--- config.mk ---
export PLATFORM = sky130hd
export DESIGN_NAME = nor_cmd_seq
export DESIGN_NICKNAME = d
export VERILOG_FILES = /design/src/rtl/nor_seq_pkg.sv /design/src/rtl/nor_seq_step.sv /design/src/rtl/nor_seq_fsm.sv /design/src/rtl/nor_cmd_seq.sv
export SDC_FILE = /design/constraint.sdc
export NUM_CORES = 1
export LEC_CHECK = 0
export CELL_PAD_IN_SITES_DETAIL_PLACEMENT = 0
export CELL_PAD_IN_SITES_GLOBAL_PLACEMENT = 1
export CORE_UTILIZATION = 33
export DETAILED_ROUTE_END_ITERATION = 7
export HOLD_SLACK_MARGIN = 0.02
export PLACE_DENSITY_LB_ADDON = 0.25
export SLEW_MARGIN = 20
export SYNTH_ARGS = -nofsm -noshare
export SYNTH_HDL_FRONTEND = slang
export SYNTH_HIERARCHICAL = 1
export SYNTH_SLANG_ARGS = --single-unit
--- constraint.sdc ---
create_clock -name clk -period 1.9 [get_ports clk]
set_clock_uncertainty 0.05 [all_clocks]
set_input_delay 0.38 -clock clk [delete_from_list [all_inputs] [get_ports clk]]
set_output_delay 0.38 -clock clk [all_outputs]
set_load 0.005 [all_outputs]
--- src/rtl/nor_seq_pkg.sv ---
package nor_seq_pkg;

    localparam int IDX_W     = 3;
    localparam int OFF_W     = 12;
    localparam int MAX_STEPS = 6;

    typedef enum logic [2:0] {
        OP_RESET = 3'd0,
        OP_ID    = 3'd1,
        OP_PROG  = 3'd2,
        OP_SECT  = 3'd3,
        OP_CHIP  = 3'd4,
        OP_CFI   = 3'd5
    } seq_op_e;

    typedef enum logic { ST_IDLE = 1'b0, ST_ACTIVE = 1'b1 } seq_state_e;

    typedef struct packed {
        logic             user_addr;
        logic             user_data;
        logic [OFF_W-1:0] off;
        logic [7:0]       code;
        logic             last;
    } step_t;

    function automatic logic op_legal(input logic [2:0] op);
        return op <= 3'd5;
    endfunction

    function automatic step_t step_of(input seq_op_e op, input logic [IDX_W-1:0] idx);
        step_t s;
        s = '{user_addr: 1'b0, user_data: 1'b0, off: '0, code: 8'h00, last: 1'b1};
        case (op)
            OP_RESET: s.code = 8'hF0;
            OP_CFI: begin
                s.off  = 12'h055;
                s.code = 8'h98;
            end
            default: begin
                s.last = 1'b0;
                case (idx)
                    3'd0: begin s.off = 12'h555; s.code = 8'hAA; end
                    3'd1: begin s.off = 12'h2AA; s.code = 8'h55; end
                    3'd2: begin
                        s.off = 12'h555;
                        if (op == OP_ID)        begin s.code = 8'h90; s.last = 1'b1; end
                        else if (op == OP_PROG) s.code = 8'hA0;
                        else                    s.code = 8'h80;
                    end
                    3'd3: begin
                        if (op == OP_PROG) begin
                            s.user_addr = 1'b1;
                            s.user_data = 1'b1;
                            s.last      = 1'b1;
                        end else begin
                            s.off  = 12'h555;
                            s.code = 8'hAA;
                        end
                    end
                    3'd4: begin s.off = 12'h2AA; s.code = 8'h55; end
                    default: begin
                        s.last = 1'b1;
                        if (op == OP_SECT) begin
                            s.user_addr = 1'b1;
                            s.code      = 8'h30;
                        end else begin
                            s.off  = 12'h555;
                            s.code = 8'h10;
                        end
                    end
                endcase
            end
        endcase
        return s;
    endfunction

endpackage

--- src/rtl/nor_seq_step.sv ---
module nor_seq_step
    import nor_seq_pkg::*;
#(
    parameter int          AW       = 24,
    parameter int          DW       = 16,
    parameter logic [AW-1:0] DEV_BASE = '0
) (
    input  seq_op_e              op,
    input  logic [IDX_W-1:0]     idx,
    input  logic                 wide,
    input  logic [AW-1:0]        usr_addr,
    input  logic [DW-1:0]        usr_data,
    output logic [AW-1:0]        addr,
    output logic [DW-1:0]        wdata,
    output logic                 last
);
    localparam int PAD_N = AW - OFF_W;

    step_t         st;
    logic [AW-1:0] off_ext;
    logic [AW-1:0] scaled;

    always_comb begin
        st      = step_of(op, idx);
        off_ext = {{PAD_N{1'b0}}, st.off};
        scaled  = wide ? (off_ext << 1) : off_ext;
        addr    = st.user_addr ? usr_addr : (DEV_BASE + scaled);
        wdata   = st.user_data ? usr_data : {{(DW-8){1'b0}}, st.code};
        last    = st.last;
    end

endmodule

--- src/rtl/nor_seq_fsm.sv ---
module nor_seq_fsm
    import nor_seq_pkg::*;
(
    input  logic             clk,
    input  logic             rst,
    input  logic             start,
    input  logic             legal,
    input  logic             last,
    input  logic             ready,
    output logic             active,
    output logic             load,
    output logic [IDX_W-1:0] idx,
    output logic             done,
    output logic             reject
);
    seq_state_e state;

    assign active = (state == ST_ACTIVE);
    assign load   = start && (state == ST_IDLE) && legal;

    always_ff @(posedge clk) begin
        if (rst) begin
            state  <= ST_IDLE;
            idx    <= '0;
            done   <= 1'b0;
            reject <= 1'b0;
        end else begin
            done   <= 1'b0;
            reject <= 1'b0;
            case (state)
                ST_IDLE: begin
                    if (start) begin
                        if (legal) begin
                            state <= ST_ACTIVE;
                            idx   <= '0;
                        end else begin
                            reject <= 1'b1;
                        end
                    end
                end
                default: begin
                    if (start) reject <= 1'b1;
                    if (ready) begin
                        if (last) begin
                            state <= ST_IDLE;
                            done  <= 1'b1;
                        end else begin
                            idx <= idx + 1'b1;
                        end
                    end
                end
            endcase
        end
    end

endmodule

--- src/rtl/nor_cmd_seq.sv ---
module nor_cmd_seq
    import nor_seq_pkg::*;
#(
    parameter int            AW       = 24,
    parameter int            DW       = 16,
    parameter logic [AW-1:0] DEV_BASE = 24'h400000
) (
    input  logic          clk,
    input  logic          rst,
    input  logic          req_start,
    input  logic [2:0]    req_op,
    input  logic [AW-1:0] req_addr,
    input  logic [DW-1:0] req_data,
    input  logic          wide_dev,
    output logic          busy,
    output logic          done,
    output logic          reject,
    output logic [AW-1:0] bus_addr,
    output logic [DW-1:0] bus_wdata,
    output logic          bus_wr,
    input  logic          bus_ready
);
    seq_op_e          op_q;
    logic [AW-1:0]    addr_q;
    logic [DW-1:0]    data_q;
    logic             wide_q;
    logic             active;
    logic             load;
    logic             last;
    logic [IDX_W-1:0] idx;

    always_ff @(posedge clk) begin
        if (rst) begin
            op_q   <= OP_RESET;
            addr_q <= '0;
            data_q <= '0;
            wide_q <= 1'b0;
        end else if (load) begin
            op_q   <= seq_op_e'(req_op);
            addr_q <= req_addr;
            data_q <= req_data;
            wide_q <= wide_dev;
        end
    end

    nor_seq_fsm u_fsm (
        .clk    (clk),
        .rst    (rst),
        .start  (req_start),
        .legal  (op_legal(req_op)),
        .last   (last),
        .ready  (bus_ready),
        .active (active),
        .load   (load),
        .idx    (idx),
        .done   (done),
        .reject (reject)
    );

    nor_seq_step #(.AW(AW), .DW(DW), .DEV_BASE(DEV_BASE)) u_step (
        .op       (op_q),
        .idx      (idx),
        .wide     (wide_q),
        .usr_addr (addr_q),
        .usr_data (data_q),
        .addr     (bus_addr),
        .wdata    (bus_wdata),
        .last     (last)
    );

    assign busy   = active;
    assign bus_wr = active;

endmodule

==> results.cfg <==
[worst_setup_path]
cp-start-kind = register
cp.arrival_ns = 1.87
end_kind = output pin
crit_type = register to output pin
worstSetupStartpoint = op_q[0]
required_ns = 1.47
crit_top_cell = buf_6
path_max_fanout = 3
critPathSlowestCell = dfxtp_2
slowest_delay_ns = 0.34
crit_buf_inv = 6
cp_top_family = buffers and inverters
path_cells = buf_6 -> or2_4 -> buf_6 -> nor3_4 -> buf_6 -> buf_6 -> buf_6 -> a211o_1 -> buf_2
regToRegStartpoint = u_fsm/idx[0]

[die]
die_w_um = 90.3
io_pins = 92
rows = 31
chipHeight_um = 90.3
core_region_area_sq_um = 7410
die_area_sq_um = 8160
start_util_pct = 34.8

[cells_and_area]
diodes = 0
area_growth_pct = 70.6
layout_common_cells = 50 x buf_6, 50 x clkdlybuf4s50_1, 49 x nor2_1, 45 x mux2i_1, 44 x dfxtp_1
finalNetCount = 474
drive_above_1_share_pct = 40.1
stdcell_count = 525

[clocking]
cts_buffer_depth = 2
clk_pin_slew_ns = 0.09
cts-htree-levels = 2
root_buffer = clkbuf_8
cts_tree = yes
clk_latency_ns = 0.30
cts_buffers = 5
cts.sinks = 50
cts_hold_buf = 0

[global_route]
antenna_found_initial = 0
grt_max_degree = 45
grt_first_pass_wirelength_mm = 12.1
grt_pass1_vias = 2484
grt_usage_pct = 18.3
gr-total-overflow = 0

[synth]
synth-edff-count = 0
syn_avg_cell_area_sq_um = 9.23
ys_warn_count = 6
synth.distinct_cells = 54
synthFlopType = dfxtp_1
synth_cells = 279
ys_async_sr_fraction_pct = 0
syn_nets = 328
yosysSeqAreaShare_pct = 38.9
ys_seq_elements = 50
netlist_area_sq_um = 2570

[power]
power_density_nw_per_um2 = 559
ir_worst_vdd_mv = 0.335
leakage_nw = 1.96

[placement]
place.gp.congestion = 0.801
dp_slack_ns = -0.485
numPortBuffers = 91
placedCellCount = 488
dpl.hpwl_mm = 4.99

[hold_path]
hold_path_class = input port to register
min_from = rst

[timing]
rsz0062_at_grt = yes
setup_viol = 40
period_needed_ns = 2.30
hold_ws_ns = 0.281
slew_headroom_pct = 78.6
final_hold_viol_count = 0
worst_pin_slew_ns = 0.320
max_freq_ghz = 0.435
finalMaxSlewViolations = 0
layout_setup_ws_ns = -0.399
fin_crit_sh_pct = 121

[drt]
wl_per_cell_um = 14.2
drt_pass1_iterations = 4
avgViaCountPerCell = 4.74
vias = 2490
routed_wl_mm = 7.46
drc_errors = 0
drt-initial-drc-count = 84
ant_nets = 0

[outcome]
status = finished, violations left
violations = setup timing

[run]
drv_cap = 0
-- state kept, by name, summed over array words and instances (netlist names) --
name	cells
u_fsm/active	1
u_fsm/idx	3
data_q	16
u_fsm/done	1
u_fsm/reject	1
wide_q	1
op_q	3
addr_q	24
-- cell families (layout without fill, tap and decap cells) --
group / Yosys count / after routing / share of synthesized area (%)
xor gates and xnor gates: 3 / 3 / 1.02
muxes: 45 / 45 / 17.5
adders and majority gates: 1 / 1 / 0.486
and+or+nand+nor: 112 / 112 / 21.7
AOI/OAI and AO/OA: 43 / 43 / 13.2
buffers and inverters: 25 / 172 / 7.19
DFF: 50 / 50 / 38.9
-- cells in the mapped netlist, types with 3 or more instances --
cell / instances / area [sq um]
nand3_1: 4 / 20.0
and2_1: 19 / 119
buf_2: 5 / 25.0
dfxtp_1: 50 / 1000
mux2i_1: 45 / 450
a21oi_1: 8 / 40.0
buf_12: 4 / 80.1
a2bb2oi_1: 6 / 52.6
nor2_1: 49 / 184
clkbuf_1: 5 / 18.8
buf_4: 3 / 22.5
a21o_1: 3 / 22.5
nor2b_1: 5 / 31.3
nand2b_1: 5 / 31.3
inv_1: 5 / 18.8
nand2_1: 16 / 60.1
-- stage by stage --
| step | power [mW] | setup TNS [ns] | util, % | area [sq um] |
|---|---|---|---|---|
| global route | 2.57 | -14.65 | 59.3 | 4390 |
| finish | 2.46 | -12.48 | 59.3 | 4390 |
| global placement | 1.70 | -15.00 | 50.8 | 3760 |
| floorplan | 1.45 | 0 | - | 2570 |
| detailed placement | 1.70 | -15.81 | 50.8 | 3760 |
| CTS | 2.46 | -13.58 | 57.2 | 4240 |
-- final timing paths --
kind         depth (start not counted)            to  slack (ns)
max                                  9  bus_wdata[6]       -0.40
min                                  2  u_fsm/active        0.28
max reg2reg                          8  u_fsm/idx[1]        0.18
min reg2reg                          2    data_q[15]        0.45
-- layout make-up --
cell class	instances	area [sq um]
Sequential cell	50	1020
Multi-Input combinational cell	204	1630
Clock buffer	7	76.3
Clock inverter	1	30.0
Timing Repair Buffer	158	1490
Inverter	6	22.5
Tap cell	99	124
Fill cell	665	3020
-- where the power goes --
part           switching [mW]  leakage (nW)  internal, mW
sequential             0.0414         0.414          1.11
clock                   0.353        0.0524         0.395
combinational           0.227          1.49         0.333
total                   0.622          1.96          1.84
-- routing by layer --
| metal | vias to the layer above | track usage [%] | routed length [um] |
|---|---|---|---|
| li1 | 1254 | - | - |
| met5 | - | 0 | 0 |
| met2 | 42 | 30.9 | 3760 |
| met4 | 0 | 6.18 | 143 |
| met3 | 10 | 2.95 | 221 |
| met1 | 1184 | 23.8 | 3340 |
-- timing repair --
action / in CTS / in global routing
gates cloned: 2 / 0
endpoints found under the setup margin: 40 / 40
gates resized for setup: 246 / 30
buffers inserted: 24 / 7
pin swaps: 40 / 11
No activity file was read; power rests on OpenSTA's default activity.
